### src/rtl/pbc_pkg.sv
package pbc_pkg;
    typedef enum logic [0:0] {
        PB_IDLE = 1'b0,
        PB_RUN  = 1'b1
    } pb_state_t;
endpackage

### src/rtl/pbc_fsm.sv
module pbc_fsm
    import pbc_pkg::*;
(
    input  logic clk,
    input  logic rst_n,
    input  logic play_en,
    input  logic pio_sel,
    output logic running,
    output logic start
);
    pb_state_t state_q, state_d;

    always_ff @(posedge clk or negedge rst_n) begin
        if (!rst_n) state_q <= PB_IDLE;
        else        state_q <= state_d;
    end

    always_comb begin
        state_d = state_q;
        unique case (state_q)
            PB_IDLE: if (play_en && !pio_sel) state_d = PB_RUN;  // START
            PB_RUN:  if (!play_en)            state_d = PB_IDLE; // STOP
            default: state_d = PB_IDLE;
        endcase
    end

    always_comb begin
        running = 1'b0;
        start   = 1'b0;
        unique case (state_q)
            PB_IDLE: start   = play_en && !pio_sel;
            PB_RUN:  running = 1'b1;
            default: ;
        endcase
    end
endmodule

### src/rtl/pbc_window.sv
module pbc_window #(
    parameter int CNT_W     = 16,
    parameter int SHIFT_MAX = 2,
    parameter int XFER_W    = CNT_W + SHIFT_MAX
) (
    input  logic              running,
    input  logic              irq_en,
    input  logic [CNT_W-1:0]  base_count,
    input  logic [1:0]        fmt_shift,
    input  logic              companded,
    input  logic [XFER_W-1:0] out_space,
    input  logic [XFER_W-1:0] xfer,
    output logic [XFER_W-1:0] remaining,
    output logic [XFER_W-1:0] chunk_max
);
    localparam int PAD_W = XFER_W - CNT_W;

    logic [1:0]        eff_shift;
    logic [XFER_W-1:0] target;
    logic [XFER_W-1:0] space;

    always_comb begin
        eff_shift = (int'(fmt_shift) > SHIFT_MAX) ? 2'(SHIFT_MAX) : fmt_shift;
        target    = {{PAD_W{1'b0}}, base_count} << eff_shift;
        remaining = (target > xfer) ? (target - xfer) : '0;
        space     = companded ? (out_space >> 1) : out_space;
        if (!running)    chunk_max = '0;
        else if (irq_en) chunk_max = (remaining < space) ? remaining : space;
        else             chunk_max = space;
    end
endmodule

### src/rtl/pbc_tally.sv
module pbc_tally #(
    parameter int XFER_W = 18
) (
    input  logic              clk,
    input  logic              rst_n,
    input  logic              start,
    input  logic              running,
    input  logic              irq_en,
    input  logic              chunk_vld,
    input  logic [XFER_W-1:0] chunk_len,
    input  logic [XFER_W-1:0] remaining,
    output logic [XFER_W-1:0] xfer,
    output logic              play_irq
);
    logic take, hit;

    always_comb begin
        take = running && chunk_vld && (chunk_len != '0);
        hit  = take && irq_en && (chunk_len == remaining);
    end

    always_ff @(posedge clk or negedge rst_n) begin
        if (!rst_n) begin
            xfer     <= '0;
            play_irq <= 1'b0;
        end else begin
            play_irq <= hit;
            if (start)     xfer <= '0;
            else if (hit)  xfer <= '0;
            else if (take) xfer <= xfer + chunk_len;
        end
    end
endmodule

### src/rtl/pb_dma_counter.sv
module pb_dma_counter #(
    parameter int CNT_W     = 16,
    parameter int SHIFT_MAX = 2,
    parameter int XFER_W    = CNT_W + SHIFT_MAX
) (
    input  logic              clk,
    input  logic              rst_n,
    input  logic              play_en,
    input  logic              pio_sel,
    input  logic              irq_en,
    input  logic [CNT_W-1:0]  base_count,
    input  logic [1:0]        fmt_shift,
    input  logic              companded,
    input  logic [XFER_W-1:0] out_space,
    input  logic              chunk_vld,
    input  logic [XFER_W-1:0] chunk_len,
    output logic              dma_req,
    output logic [XFER_W-1:0] chunk_max,
    output logic              play_irq
);
    logic              running, start;
    logic [XFER_W-1:0] xfer, remaining;

    pbc_fsm u_fsm (
        .clk(clk), .rst_n(rst_n), .play_en(play_en), .pio_sel(pio_sel),
        .running(running), .start(start)
    );

    pbc_window #(.CNT_W(CNT_W), .SHIFT_MAX(SHIFT_MAX), .XFER_W(XFER_W)) u_win (
        .running(running), .irq_en(irq_en), .base_count(base_count),
        .fmt_shift(fmt_shift), .companded(companded), .out_space(out_space),
        .xfer(xfer), .remaining(remaining), .chunk_max(chunk_max)
    );

    pbc_tally #(.XFER_W(XFER_W)) u_tally (
        .clk(clk), .rst_n(rst_n), .start(start), .running(running),
        .irq_en(irq_en), .chunk_vld(chunk_vld), .chunk_len(chunk_len),
        .remaining(remaining), .xfer(xfer), .play_irq(play_irq)
    );

    assign dma_req = running;
endmodule

### config.mk
export PLATFORM = sky130hd
export DESIGN_NAME = pb_dma_counter
export DESIGN_NICKNAME = d
export VERILOG_FILES = /design/src/rtl/pbc_pkg.sv /design/src/rtl/pbc_fsm.sv /design/src/rtl/pbc_window.sv /design/src/rtl/pbc_tally.sv /design/src/rtl/pb_dma_counter.sv
export SDC_FILE = /design/constraint.sdc
export NUM_CORES = 1
export LEC_CHECK = 0
export BUFFER_PORTS_ARGS = -buffer_cell sky130_fd_sc_hd__clkbuf_2
export CAP_MARGIN = 25
export CORE_MARGIN = 3
export CORE_UTILIZATION = 39
export DETAILED_ROUTE_END_ITERATION = 8
export PLACE_DENSITY_LB_ADDON = 0.12
export SLEW_MARGIN = 5
export SYNTH_ARGS = -nofsm -noshare
export SYNTH_HDL_FRONTEND = slang
export SYNTH_SLANG_ARGS = --single-unit
### constraint.sdc
create_clock -name clk -period 11.15 [get_ports clk]
set_input_delay 1.115 -clock clk [delete_from_list [all_inputs] [get_ports clk]]
set_output_delay 1.115 -clock clk [all_outputs]
set_load 0.005 [all_outputs]
==> results.sh <==
export IMPL_dieArea_um2=12400
export IMPL_power_density_nw_per_um2=221
export IMPL_nFillCells=1122
export IMPL_cts_reportedPaths_clkPinSlew_ps=80
export IMPL_synthesis_nets=693
export IMPL_synth_area_per_cell_um2=7.52
export IMPL_cp_top_family="compound AO/OA/AOI/OAI gates"
export IMPL_netlist_top_cells_area="ha_1 15%, dfrtp_1 12%, mux2i_1 9.7%"
export IMPL_finalSetupTns_ps=0
export IMPL_cts_tree="built"
export IMPL_grt_pass1_vias=4320
export IMPL_synth_top_area_share_pct=15.0
export IMPL_cpPeakStageDelay_ps=660
export IMPL_grt_pass1_wl_um=20800
export IMPL_slowest_stage="a21oi_2"
export IMPL_synth_top_flop_cell="dfrtp_1"
export IMPL_yosys_area_share_simple_pct=25.1
export IMPL_use_met3_pct=1.68
export IMPL_worst_pin_slew_ps=772
export IMPL_synth_compound_area_share_pct=24.8
export IMPL_fin_crit_sh_pct=69.4
export IMPL_final_area_um2=4880
export IMPL_numCtsBuffers=3
export IMPL_cts_setup_buffers=0
export IMPL_wirelength_um=12600
export IMPL_grt_max_degree=34
export IMPL_grt_met2_usage_pct=33.9
export IMPL_dr_pass1_iters=4
export IMPL_cts_max_path_buffers=2
export IMPL_clkPwrFrac_pct=4.6
export IMPL_die_h_um=112
export IMPL_drv_slew=0
export IMPL_drive_gt1_share_pct=19.7
export IMPL_cp_num_buf_inv=3
export IMPL_antenna_found_initial=1
export IMPL_synth_top_area_cell="ha_1"
export IMPL_cp_required_ps=10040
export IMPL_drtIter0Drc=254
export IMPL_cellLeakagePower_nw=2.37
export IMPL_pin_count=81
export IMPL_antenna_cells=0
export IMPL_synth_top_family_by_area="simple AND/OR/NAND/NOR gates"
export IMPL_layout_cells_non_filler=776
export IMPL_pwr_share_seq_pct=10.9
export IMPL_worst_path_most_repeated_cell="o21ai_0"
export IMPL_drtAntennaViolNets=0
export IMPL_hold_viol_final=0
export IMPL_vias=4434
export IMPL_portBuffers=80
export IMPL_hp_class="reg2reg"
export IMPL_yosys_register_bits=20
export IMPL_synthAdderAreaFrac_pct=15.9
export IMPL_nets=757
export IMPL_fmax_mhz=129
export IMPL_period_minus_slack_ps=7730
export IMPL_synth_distinct_cells=73
export IMPL_synthMuxAreaShare_pct=9.67
export IMPL_worst_setup_path_start_kind="primary input"
export IMPL_grt_overflow=0
export IMPL_synth_edff_count=0
export IMPL_crit_chain="clkbuf_2, mux2i_1, o21ai_0, ha_1, nand4_1, nor4_1, a22oi_2, a21oi_2, and2_1, ha_1, a21o_1, a21oi_1, nor2b_1, o21ai_0, nand2b_1, a2111oi_0, o21ai_0, a21oi_2, buf_6, nor2b_1, a211oi_1, clkbuf_2"
export IMPL_p_sw_mw=0.586
export IMPL_rsz0062_at_grt="no"
export IMPL_gr_usage_met1_pct=27.3
export IMPL_start_util_pct=41.2
export IMPL_swShare_pct=54.3
export IMPL_gp_congestion=0.953
export IMPL_viasPerCell=5.71
export IMPL_root_buffer="clkbuf_8"
export IMPL_timing_slew_headroom_pct=48.6
export IMPL_route_detailed_drc=0
export IMPL_clock_latency_ps=260
export IMPL_place_area_um2=4820
export IMPL_cap_violations=0
export IMPL_wl_per_cell_um=16.3
export IMPL_ys_warn_count=0
export IMPL_die_w_um=112
export IMPL_comb_power_share_pct=84.5
export IMPL_cp_max_fo=21
export IMPL_setup_worst_path_class="in2out"
export IMPL_synth_xor_area_share_pct=7.60
export IMPL_clock_skew_ps=2.70
export IMPL_rows=37
export IMPL_setup_viol=0
export IMPL_clock_sinks=20
export IMPL_design_core_area_um2=10600
export IMPL_p_int_mw=0.493
export IMPL_seq_area_frac_synth_pct=11.5
export IMPL_holdWs_ps=558
export IMPL_arrival_ps=6620
export IMPL_synth_most_common_cell="nand2_1"
export IMPL_status="finished, final reports clean"
export IMPL_syn_cell_area_um2=4350
export IMPL_worst_setup_path_end_kind="output port"
export IMPL_hpwl_um=10700
export IMPL_area_growth_pct=12.3
export IMPL_syn_inst=578
export IMPL_ctsHoldBuffers=0
export IMPL_cts_max_level=1
export IMPL_ys_top_cells_by_count="58 x nand2_1, 55 x a21oi_1, 52 x ha_1"
export IMPL_top_usage_layer="met2"
export IMPL_cts_resized=0
export IMPL_dp_cells=772
export IMPL_grt_usage_pct=19.9
export IMPL_vdd_drop_max_mv=0.105
export IMPL_async_flop_share_pct=100
export IMPL_r2r_slack_ps=6980
## metrics by stage
step | setup slack [ps] | power [mW] | util, %
after floorplan | 3960 | 0.805 | -
after global placement | 3480 | 1.00 | 45.6
after detailed placement | 3420 | 1.02 | 45.7
after CTS | 3430 | 1.07 | 46.1
after global routing | 2680 | 1.19 | 46.2
final | 3420 | 1.08 | 46.2
## power by group through the flow
stage / clock (mW) / sequential (mW) / combinational [mW]
4_1_cts: 0.0509 / 0.118 / 0.903
5_1_grt: 0.0531 / 0.121 / 1.02
3_3_place_gp: 0 / 0.118 / 0.882
3_5_place_dp: 0 / 0.120 / 0.897
6_report: 0.0494 / 0.118 / 0.911
2_1_floorplan: 0 / 0.112 / 0.694
## cell type report
| cell class | instances | area (um2) | area share [%] |
|---|---|---|---|
| Multi-Input combinational cell | 502 | 3610 | 74.0 |
| Timing Repair Buffer | 83 | 434 | 8.90 |
| Clock buffer | 3 | 41.3 | 0.846 |
| Inverter | 32 | 120 | 2.46 |
| Sequential cell | 20 | 500 | 10.3 |
| Tap cell | 136 | 170 | 3.49 |
## state kept, by name (all words and copies together) (netlist names)
register and flops:
u_tally.xfer 18, u_fsm.state_q 1, u_tally.play_irq 1
## kinds of logic (layout without fill, tap and decap cells)
family | Yosys count | in the layout
buf+inv | 56 | 118
xor+xnor | 36 | 36
simple gates | 209 | 209
fa+ha+maj | 54 | 54
compound gates | 161 | 161
mux | 42 | 42
flops | 20 | 20
## placed cells by master (no fill, tap or decap), drive strengths merged, types with 3 or more instances in the layout
master / count
clkbuf: 83
nand2: 58
a21oi: 58
ha: 52
nor2: 48
mux2i: 42
o21ai: 34
inv: 32
xnor2: 22
dfrtp: 20
or2: 15
xor2: 13
and2: 12
nand3: 12
a21o: 11
nand2b: 10
a211oi: 10
nor3: 9
o21bai: 9
nor4: 7
nor2b: 7
and3: 6
nand4: 6
o21a: 5
a2111oi: 5
a31oi: 4
or3: 4
nor3b: 3
a211o: 3
nand3b: 3
buf: 3
## path summary, 6_finish.rpt
kind,cells after the start,from,endpoint
max in group asynchronous,1,rst_n,u_tally.xfer[12]
min in group asynchronous,1,rst_n,u_tally.xfer[16]
max,22,fmt_shift[0],chunk_max[16]
min,2,u_tally.xfer[6],u_tally.xfer[6]
max reg2reg,14,u_tally.xfer[0],u_tally.xfer[2]
min reg2reg,2,u_tally.xfer[6],u_tally.xfer[6]
## layer usage
metal	share of wire [%]	wire [um]
met4	1.9	236
met3	4.6	587
met5	0.10	13
met2	46	5830
met1	47	5960
## worst min-delay path, delay by kind of cell, from the launching register on
kind,cells,cell delay (ps)
DFF,1,380
AOI/OAI and AO/OA,1,80
and+or+nand+nor,1,70
(Power assumes the default switching activity.)
